## src/rtl/dm_div_pkg.sv

```systemverilog
package dm_div_pkg;

    // A pair is usable when the main count is non-zero, the swallow count
    // fits inside the main count, and the swallow count stays below P.
    function automatic logic ratio_ok(input int unsigned m,
                                      input int unsigned a,
                                      input int unsigned p);
        return (m != 0) && (a <= m) && (a <= p - 1);
    endfunction

endpackage

```

## src/rtl/dm_prescaler.sv

```systemverilog
module dm_prescaler #(
    parameter int P = 8
) (
    input  logic clk_i,
    input  logic rst_i,
    input  logic wide_i,
    output logic wrap_o
);
    localparam int PW = $clog2(P + 1);

    logic [PW-1:0] cnt_d, cnt_q;
    logic [PW-1:0] term;

    always_comb begin
        term   = wide_i ? PW'(P) : PW'(P - 1);
        wrap_o = (cnt_q == term);
        cnt_d  = wrap_o ? '0 : cnt_q + PW'(1);
    end

    always_ff @(posedge clk_i) begin
        if (rst_i) begin
            cnt_q <= '0;
        end else begin
            cnt_q <= cnt_d;
        end
    end

endmodule

```

## src/rtl/dm_event_ctr.sv

```systemverilog
module dm_event_ctr #(
    parameter int W = 8
) (
    input  logic         clk_i,
    input  logic         rst_i,
    input  logic         clr_i,
    input  logic         inc_i,
    output logic [W-1:0] cnt_o
);
    logic [W-1:0] cnt_d, cnt_q;

    always_comb begin
        cnt_d = cnt_q;
        if (clr_i) begin
            cnt_d = '0;
        end else if (inc_i) begin
            cnt_d = cnt_q + W'(1);
        end
    end

    always_ff @(posedge clk_i) begin
        if (rst_i) begin
            cnt_q <= '0;
        end else begin
            cnt_q <= cnt_d;
        end
    end

    assign cnt_o = cnt_q;

endmodule

```

## src/rtl/dm_cfg_guard.sv

```systemverilog
module dm_cfg_guard #(
    parameter int P  = 8,
    parameter int CW = 8
) (
    input  logic [CW-1:0] m_i,
    input  logic [CW-1:0] a_i,
    output logic          ok_o
);
    import dm_div_pkg::*;

    always_comb begin
        ok_o = ratio_ok(int'(m_i), int'(a_i), P);
    end

endmodule

```

## src/rtl/dm_divider.sv

```systemverilog
module dm_divider #(
    parameter int P     = 8,
    parameter int CW    = 8,
    parameter int RST_M = 8,
    parameter int RST_A = 0
) (
    input  logic          clk_i,
    input  logic          rst_i,
    input  logic [CW-1:0] m_val_i,
    input  logic [CW-1:0] a_val_i,
    output logic          pulse_o,
    output logic          wide_mode_o,
    output logic          bad_cfg_o
);
    localparam int NCTR = 2;   // index 0: main counter, index 1: swallow counter

    typedef struct packed {
        logic [CW-1:0] act_m;
        logic [CW-1:0] act_a;
        logic          pulse;
        logic          bad;
    } div_st_t;

    div_st_t st_d, st_q;

    logic          pre_wrap_w;
    logic          wide_w;
    logic          last_w;
    logic          cfg_ok_w;
    logic [CW-1:0] act_m_w;
    logic [CW-1:0] act_a_w;
    logic [NCTR-1:0] ctr_inc;
    logic [CW-1:0] ctr_val [NCTR];

    dm_prescaler #(.P(P)) u_pre (
        .clk_i  (clk_i),
        .rst_i  (rst_i),
        .wide_i (wide_w),
        .wrap_o (pre_wrap_w)
    );

    dm_cfg_guard #(.P(P), .CW(CW)) u_guard (
        .m_i  (m_val_i),
        .a_i  (a_val_i),
        .ok_o (cfg_ok_w)
    );

    always_comb begin
        ctr_inc[0] = pre_wrap_w;
        ctr_inc[1] = pre_wrap_w & wide_w;
    end

    for (genvar g = 0; g < NCTR; g++) begin : g_ctr
        dm_event_ctr #(.W(CW)) u_ctr (
            .clk_i (clk_i),
            .rst_i (rst_i),
            .clr_i (last_w),
            .inc_i (ctr_inc[g]),
            .cnt_o (ctr_val[g])
        );
    end

    always_comb begin
        wide_w = (ctr_val[1] < st_q.act_a);
        last_w = pre_wrap_w && (ctr_val[0] == st_q.act_m - CW'(1));

        st_d       = st_q;
        st_d.pulse = 1'b0;
        if (last_w) begin
            st_d.pulse = 1'b1;
            if (cfg_ok_w) begin
                st_d.act_m = m_val_i;
                st_d.act_a = a_val_i;
                st_d.bad   = 1'b0;
            end else begin
                st_d.bad   = 1'b1;
            end
        end
    end

    always_ff @(posedge clk_i) begin
        if (rst_i) begin
            st_q.act_m <= CW'(RST_M);
            st_q.act_a <= CW'(RST_A);
            st_q.pulse <= 1'b0;
            st_q.bad   <= 1'b0;
        end else begin
            st_q <= st_d;
        end
    end

    assign act_m_w     = st_q.act_m;
    assign act_a_w     = st_q.act_a;
    assign pulse_o     = st_q.pulse;
    assign bad_cfg_o   = st_q.bad;
    assign wide_mode_o = wide_w;

endmodule

```

## config.mk

```make
export PLATFORM = sky130hd
export DESIGN_NAME = dm_divider
export DESIGN_NICKNAME = d
export VERILOG_FILES = /design/src/rtl/dm_div_pkg.sv /design/src/rtl/dm_prescaler.sv /design/src/rtl/dm_event_ctr.sv /design/src/rtl/dm_cfg_guard.sv /design/src/rtl/dm_divider.sv
export SDC_FILE = /design/constraint.sdc
export NUM_CORES = 1
export LEC_CHECK = 0
export ABC_AREA = 1
export BUFFER_PORTS_ARGS = -buffer_cell sky130_fd_sc_hd__buf_2
export CAP_MARGIN = 20
export CORE_ASPECT_RATIO = 2
export CORE_MARGIN = 10
export CORE_UTILIZATION = 30
export CTS_CLUSTER_DIAMETER = 40
export DETAILED_ROUTE_END_ITERATION = 12
export GPL_ROUTABILITY_DRIVEN = 0
export PLACE_DENSITY = 0.47
export SETUP_SLACK_MARGIN = 0.5
export SKIP_LAST_GASP = 1
export SYNTH_ARGS = -nofsm -noshare
export SYNTH_HDL_FRONTEND = slang
export SYNTH_SLANG_ARGS = --single-unit
```

## constraint.sdc

```tcl
create_clock -name clk_i -period 2.5 [get_ports clk_i]
set_input_delay 0.5 -clock clk_i [delete_from_list [all_inputs] [get_ports clk_i]]
set_output_delay 0.5 -clock clk_i [all_outputs]
set_load 0.02 [all_outputs]
```

## After elaboration in Yosys (flattened, before gate mapping)

Index checks and enable logic that the tools add are counted.
W data, S select, Z words.

| storage, ports and cells | value |
|---|---|
| register bits | 38 |
| input port bits | 18 |
| output and inout bits | 3 |

| cells by class | value |
|---|---|
| $add $sub $neg | 4 |
| magnitude comparators | 3 |
| equal/unequal tests | 2 |
| muxes and demuxes | 3 |
| bitwise gates (word level) | 1 |
| reduce and logical (&&, ||, !) cells | 7 |

Operators by type and width:

| cell | number |
|---|---|
| $add A8 B1 Y8 const B | 2 |
| $eq A8 B8 Y1 | 1 |
| $le A8 B3 Y1 const B | 1 |
| $le A8 B8 Y1 | 1 |
| $lt A8 B8 Y1 | 1 |
| $reduce_bool A8 Y1 | 1 |
| $sub A8 B1 Y8 const B | 1 |
| $add A4 B1 Y4 const B | 1 |
| $eq A4 B4 Y1 | 1 |
| $mux W4 | 1 |
| $reduce_or A2 Y1 | 2 |
| $logic_and A1 B1 Y1 | 3 |
| $mux W2 | 1 |
| $reduce_and A2 Y1 | 1 |
| $and A1 B1 Y1 | 1 |
| $mux W1 | 1 |

## Longest topological paths before layout

| logic depth | value |
|---|---|
| depth in word-level cells | 5 |
| depth in mapped cells | 16 |
| depth with buffers taken out | 15 |

## Modules after synthesis

Synthesis repeated with hierarchy kept, for this count alone.

| unflattened totals | value |
|---|---|
| cells, all modules | 407 |
| area, all modules | 2618.8 um2 |

Modules (own cells, without submodules):

| module | times used | cells an instance | area each (um2) | seq. area each (um2) |
|---|---|---|---|---|
| dm_divider | 1 | 238 | 1453.9 | 360.3 |
| dm_event_ctr | 2 | 50 | 362.8 | 160.2 |
| dm_cfg_guard | 1 | 44 | 252.7 | 0.0 |
| dm_prescaler | 1 | 25 | 186.4 | 80.1 |

## Worst setup path before layout

OpenSTA, ideal clock, no wires.

| timing path | value |
|---|---|
| kind | input to register |
| from | in m_val_i[1] |
| to | reg st_q (netlist bit act_a_w[2]) |
| setup time | 0.110 ns |
| data arrival time | 1.867 ns |
| required time | 2.390 ns |
| setup slack | 0.523 ns |
| stages on the path | 13 |
| path buffers | 1 |
| cells stage by stage | inv_1 -> ha_1 -> inv_1 -> nor2_1 -> o21ai_0 -> nand2_1 -> nand2_1 -> nand2_1 -> a21oi_1 -> buf_2 -> nand4_1 -> nand2_1 -> nor2_1 |

| on the way | value |
|---|---|
| word-level cells in the longest chain between the ends | 4 |

RTL lines:

| element | line | source |
|---|---|---|
| from (decl) | dm_divider.sv:9 | `input logic [CW-1:0] m_val_i,` |
| $le A8 B8 Y1 or $reduce_bool A8 Y1 (tied branches) | dm_div_pkg.sv:8 | `return (m != 0) && (a <= m) && (a <= p - 1);` |
| $logic_and A1 B1 Y1 * (2 in series) | dm_div_pkg.sv:8 |  |
| $reduce_and A2 Y1 (no source line) * | -- |  |
| to (signal assigned) | dm_divider.sv:88 | `st_q <= st_d;` |
| to (decl) | dm_divider.sv:24 | `div_st_t st_d, st_q;` |

Every way passes the cells marked *; elsewhere a longest branch is shown, timed or not.
A chain may end at the register's enable or synchronous reset.

## Worst setup path after layout

| timing path | value |
|---|---|
| from | reg st_q (netlist bit act_a_w[5]) |
| to | out wide_mode_o |

| on the way | value |
|---|---|
| word-level cells in the longest chain between the ends | 1 |

RTL lines:

| element | line | source |
|---|---|---|
| $lt A8 B8 Y1 | dm_divider.sv:64 | `wide_w = (ctr_val[1] < st_q.act_a);` |
| to (decl) | dm_divider.sv:12 | `output logic wide_mode_o,` |

Every way passes these cells.

==> summary.txt <==
Outcome
  • Status: complete, no violations

Synth
  • Most common cell in the netlist: nand2_1
  • Yosys warning count: 0
  • Leading area contributor after synthesis: dfxtp_1
  • Simple-gate share of the synthesized area: between 30% and 40%
  • Synth Net Count: between 300 and 400
  • Synth top area cells: dfxtp_1 31%, nand2_1 14%, ha_1 9.8%, inv_1 9.4%, nor2_1 6.3%
  • Post-synthesis cell area: about 2400 µm²
  • #FFs+latches synth: 38
  • Number of synthesized flops with an enable pin: 0
  • Largest family of logic cells by synthesized area: simple AND/OR/NAND/NOR gates
  • Sequential share of the synthesized area: a little under a third
  • Compound-Gate Fraction of Synth Area: under 10%
  • Mapped Avg Cell Area: 6.78 µm²
  • Mux contribution to synthesized area: 0%
  • Yosys cell types: 32
  • Top FF cell, synth: dfxtp_1
  • Synth top cells by count: 90 x nand2_1, 61 x inv_1, 41 x nor2_1, 38 x dfxtp_1, 24 x a21oi_1
  • Synth top area share: 31.4%
  • Post-synthesis adder-cell area fraction: 9.80%
  • Synth async-reset ratio: 0%
  • Post-synthesis xor/xnor area fraction: roughly 5.6%
  • Syn Inst Count: 358

Min path
  • Hold endpoint: pulse_o$_SDFF_PP0_
  • Hold Crit Class: input port to register
  • Worst hold start: rst_i
  • Hold Path Depth: 2

Cells and area
  • Area growth, synth to finish: 32.2%
  • Nets@finish: between 400 and 500
  • Multi-input gate area: between 1500 and 2000 µm²
  • Layout fillers: 828
  • Share of layout cells above drive strength 1: between 20% and 30%
  • FF/Latch Area: approximately 800 µm²
  • Antenna diodes: 0

STA
  • RSZ-0062 raised after global routing: true
  • PnR worst setup slack: 0.447 ns
  • Slew headroom: about 63%
  • Slew Viols, Final: 0
  • Highest Clock Rate: ~0.49 GHz
  • Tcrit/Tclk final: between 80% and 90%
  • Final worst path period need: 2.05 ns
  • Fin Setup TNS: 0 ns
  • Final setup viols: 0
  • Clock Skew: roughly 0.0057 ns
  • Worst-Margin Slew: ~0.56 ns
  • Endpoints failing hold: 0
  • Min Hold Slack: around 0.39 ns

Power and ir drop
  • P per Cell Area: roughly 420 nW/µm²
  • Max VDD drop: between 200 and 300 µV
  • P_leak: between 1 and 1.5 nW
  • Tot Pwr: 1.35 mW

Placed design
  • Post-DP HPWL: about 5.0 mm
  • Pre-CTS setup slack: roughly 0.17 ns
  • Number of port buffers: 20

Setup path
  • Number of buffers and inverters on the critical path: 3
  • CP cell instances: inv_2 > ha_4 > a21oi_4 > nor2_2 > nor3_2 > nand2_1 > inv_2 > buf_6
  • Reg2reg start: act_a_w[6]$_SDFFE_PP0P_
  • WP data required: roughly 2.0 ns
  • Worst R2R Setup Slack: roughly 0.51 ns
  • Critical Path Start Type: register
  • Worst R2R End: act_m_w[1]$_SDFFE_PP0P_
  • Reg2reg path depth: 13
  • Peak fanout along the critical path: 2
  • Critical path type: register to primary output
  • CP max stage delay: about 0.31 ns
  • CP Data Arrival Time: roughly 1.6 ns
  • Cell repeated most along the worst path: inv_2
  • Critical Path End Type: primary output
  • CP max-delay cell: dfxtp_2
  • CP top delay family: simple AND/OR/NAND/NOR gates

Floorplanning
  • DIE HEIGHT: around 150 µm
  • Die area: approximately 12000 µm²
  • Die width: 83.6 µm
  • Core Area: approximately 8000 µm²
  • Number of I/O pins: 21
  • Num rows: 46
  • Initial Util: between 30% and 40%

Clock network
  • TritonCTS clock tree: built
  • Worst-Skew Late Latency: 0.29 ns
  • Clock-pin slew of the registers on the worst-case setup and hold paths: approximately 0.060 ns
  • Clock Path Buffers: 2
  • Htree depth: 2
  • Cts hold-fix bufs: 0
  • Root Buffer Master: clkbuf_16
  • Clk sinks: 38
  • Total clock buffers created by CTS: 5

Global route
  • Initial antenna violation count: 0
  • Vias in the first global route: approximately 2300
  • Remaining Overflow, GRT: 0
  • First-pass GRT wire length: approximately 10 mm
  • GRT Total Usage: 10.5%
  • Pin count of the biggest net entering global routing: 15

Route
  • WL/cell: 13.1 µm
  • DRT antenna net count: 0
  • # DRC: 0
  • Routed wire length: around 6.5 mm
  • First DRT Iteration DRCs: approximately 100
  • Detailed Routing Iterations Pass 1: 4
  • Detailed-route via count: ~2300
  • Via-to-Cell Ratio: 4.62

Job
  • Max Cap Violations: 0
worst max-delay path by stage:
stage / from / endpoint / slack [ns] / cells after the start
after CTS: g_ctr[1].u_ctr.cnt_o[5]$_SDFFE_PP0P_ / wide_mode_o / 0.43 / 7
after global routing: act_a_w[5]$_SDFFE_PP0P_ / wide_mode_o / 0.35 / 8
after floorplan: m_val_i[1] / act_a_w[2]$_SDFFE_PP0P_ / 0.52 / 13
final: act_a_w[5]$_SDFFE_PP0P_ / wide_mode_o / 0.45 / 8
after global placement: m_val_i[5] / act_a_w[7]$_SDFFE_PP0P_ / 0.21 / 10
after detailed placement: m_val_i[5] / act_a_w[5]$_SDFFE_PP0P_ / 0.17 / 10
registers in the layout, indices dropped and copies added, names as in the netlist:
register / cells
act_a_w: 8
g_ctr.u_ctr.cnt_o: 16
bad_cfg_o: 1
act_m_w: 8
pulse_o: 1
u_pre.cnt_q: 4
area by class of cell:
type / count / area share (%)
clock buffers: 7 / 4.45
clock inverters: 1 / 0.156
inverters: 68 / 8.15
multi-input cells: 248 / 50.2
flip-flops and latches: 38 / 24.3
well taps: 96 / 3.75
repair buffers: 39 / 9.01
what timing repair did:
action / CTS / global route
pin swaps: 11 / 13
gates cloned: 3 / 0
endpoints found under the setup margin: 38 / 38
gates resized for setup: 30 / 42
setup buffers: 6 / 6
cells in the final DEF (no fill, tap or decap), drive strengths merged:
cell | Yosys | routed
inv | 67 | 66
xnor2 | 5 | 5
o21a | 1 | 1
nand3b | 1 | 1
nand2 | 94 | 95
nor3 | 7 | 7
clkinv | 1 | 2
xor2 | 8 | 8
nor2 | 46 | 46
o21ai | 3 | 3
ha | 19 | 19
buf | 7 | 39
nand3 | 17 | 19
xnor3 | 1 | 1
or2 | 1 | 1
clkinvlp | 0 | 1
a21oi | 24 | 24
nor4 | 3 | 3
dfxtp | 38 | 38
nand4 | 15 | 15
clkbuf | 0 | 7
logic make-up after synthesis:
group / count (synthesis)
adder cells (fa/ha/maj): 19
AO/OA/AOI/OAI: 28
XOR/XNOR: 14
flip-flops: 38
AND/OR/NAND/NOR: 184
buffers and inverters: 75
power breakdown:
part	total, mW	internal [mW]	switching [mW]
combinational	0.0924	0.0365	0.0559
sequential	0.615	0.609	0.00619
clock	0.647	0.396	0.251
worst reg2reg max path: stages (launching register included):
cell     delay (ns)
dfxtp_2        0.34
inv_2          0.05
ha_4           0.25
nand2_1        0.07
nor2_1         0.15
nand2_2        0.10
nand2_1        0.12
buf_4          0.13
nand2_2        0.08
nand2_8        0.13
buf_6          0.14
nand4_1        0.18
nand2_1        0.11
nor2_1         0.05
through the flow:
step | instance area, µm² | util [%] | std cells
final | 3210 | 40.7 | 497
after global routing | 3210 | 40.7 | 497
after CTS | 3000 | 38.0 | 491
after detailed placement | 2660 | 33.7 | 474
after global placement | 2660 | 33.7 | 474
after floorplan | 2430 | - | 358
routing by layer:
metal  track usage [%]  wire [µm]  up-vias
met4              7.74        323        0
met1              8.34       2240     1033
met5                 0          0        -
met2              21.0       3720       35
met3              2.10        194       16
li1                  -          -     1211
(Power assumes the default switching activity.)
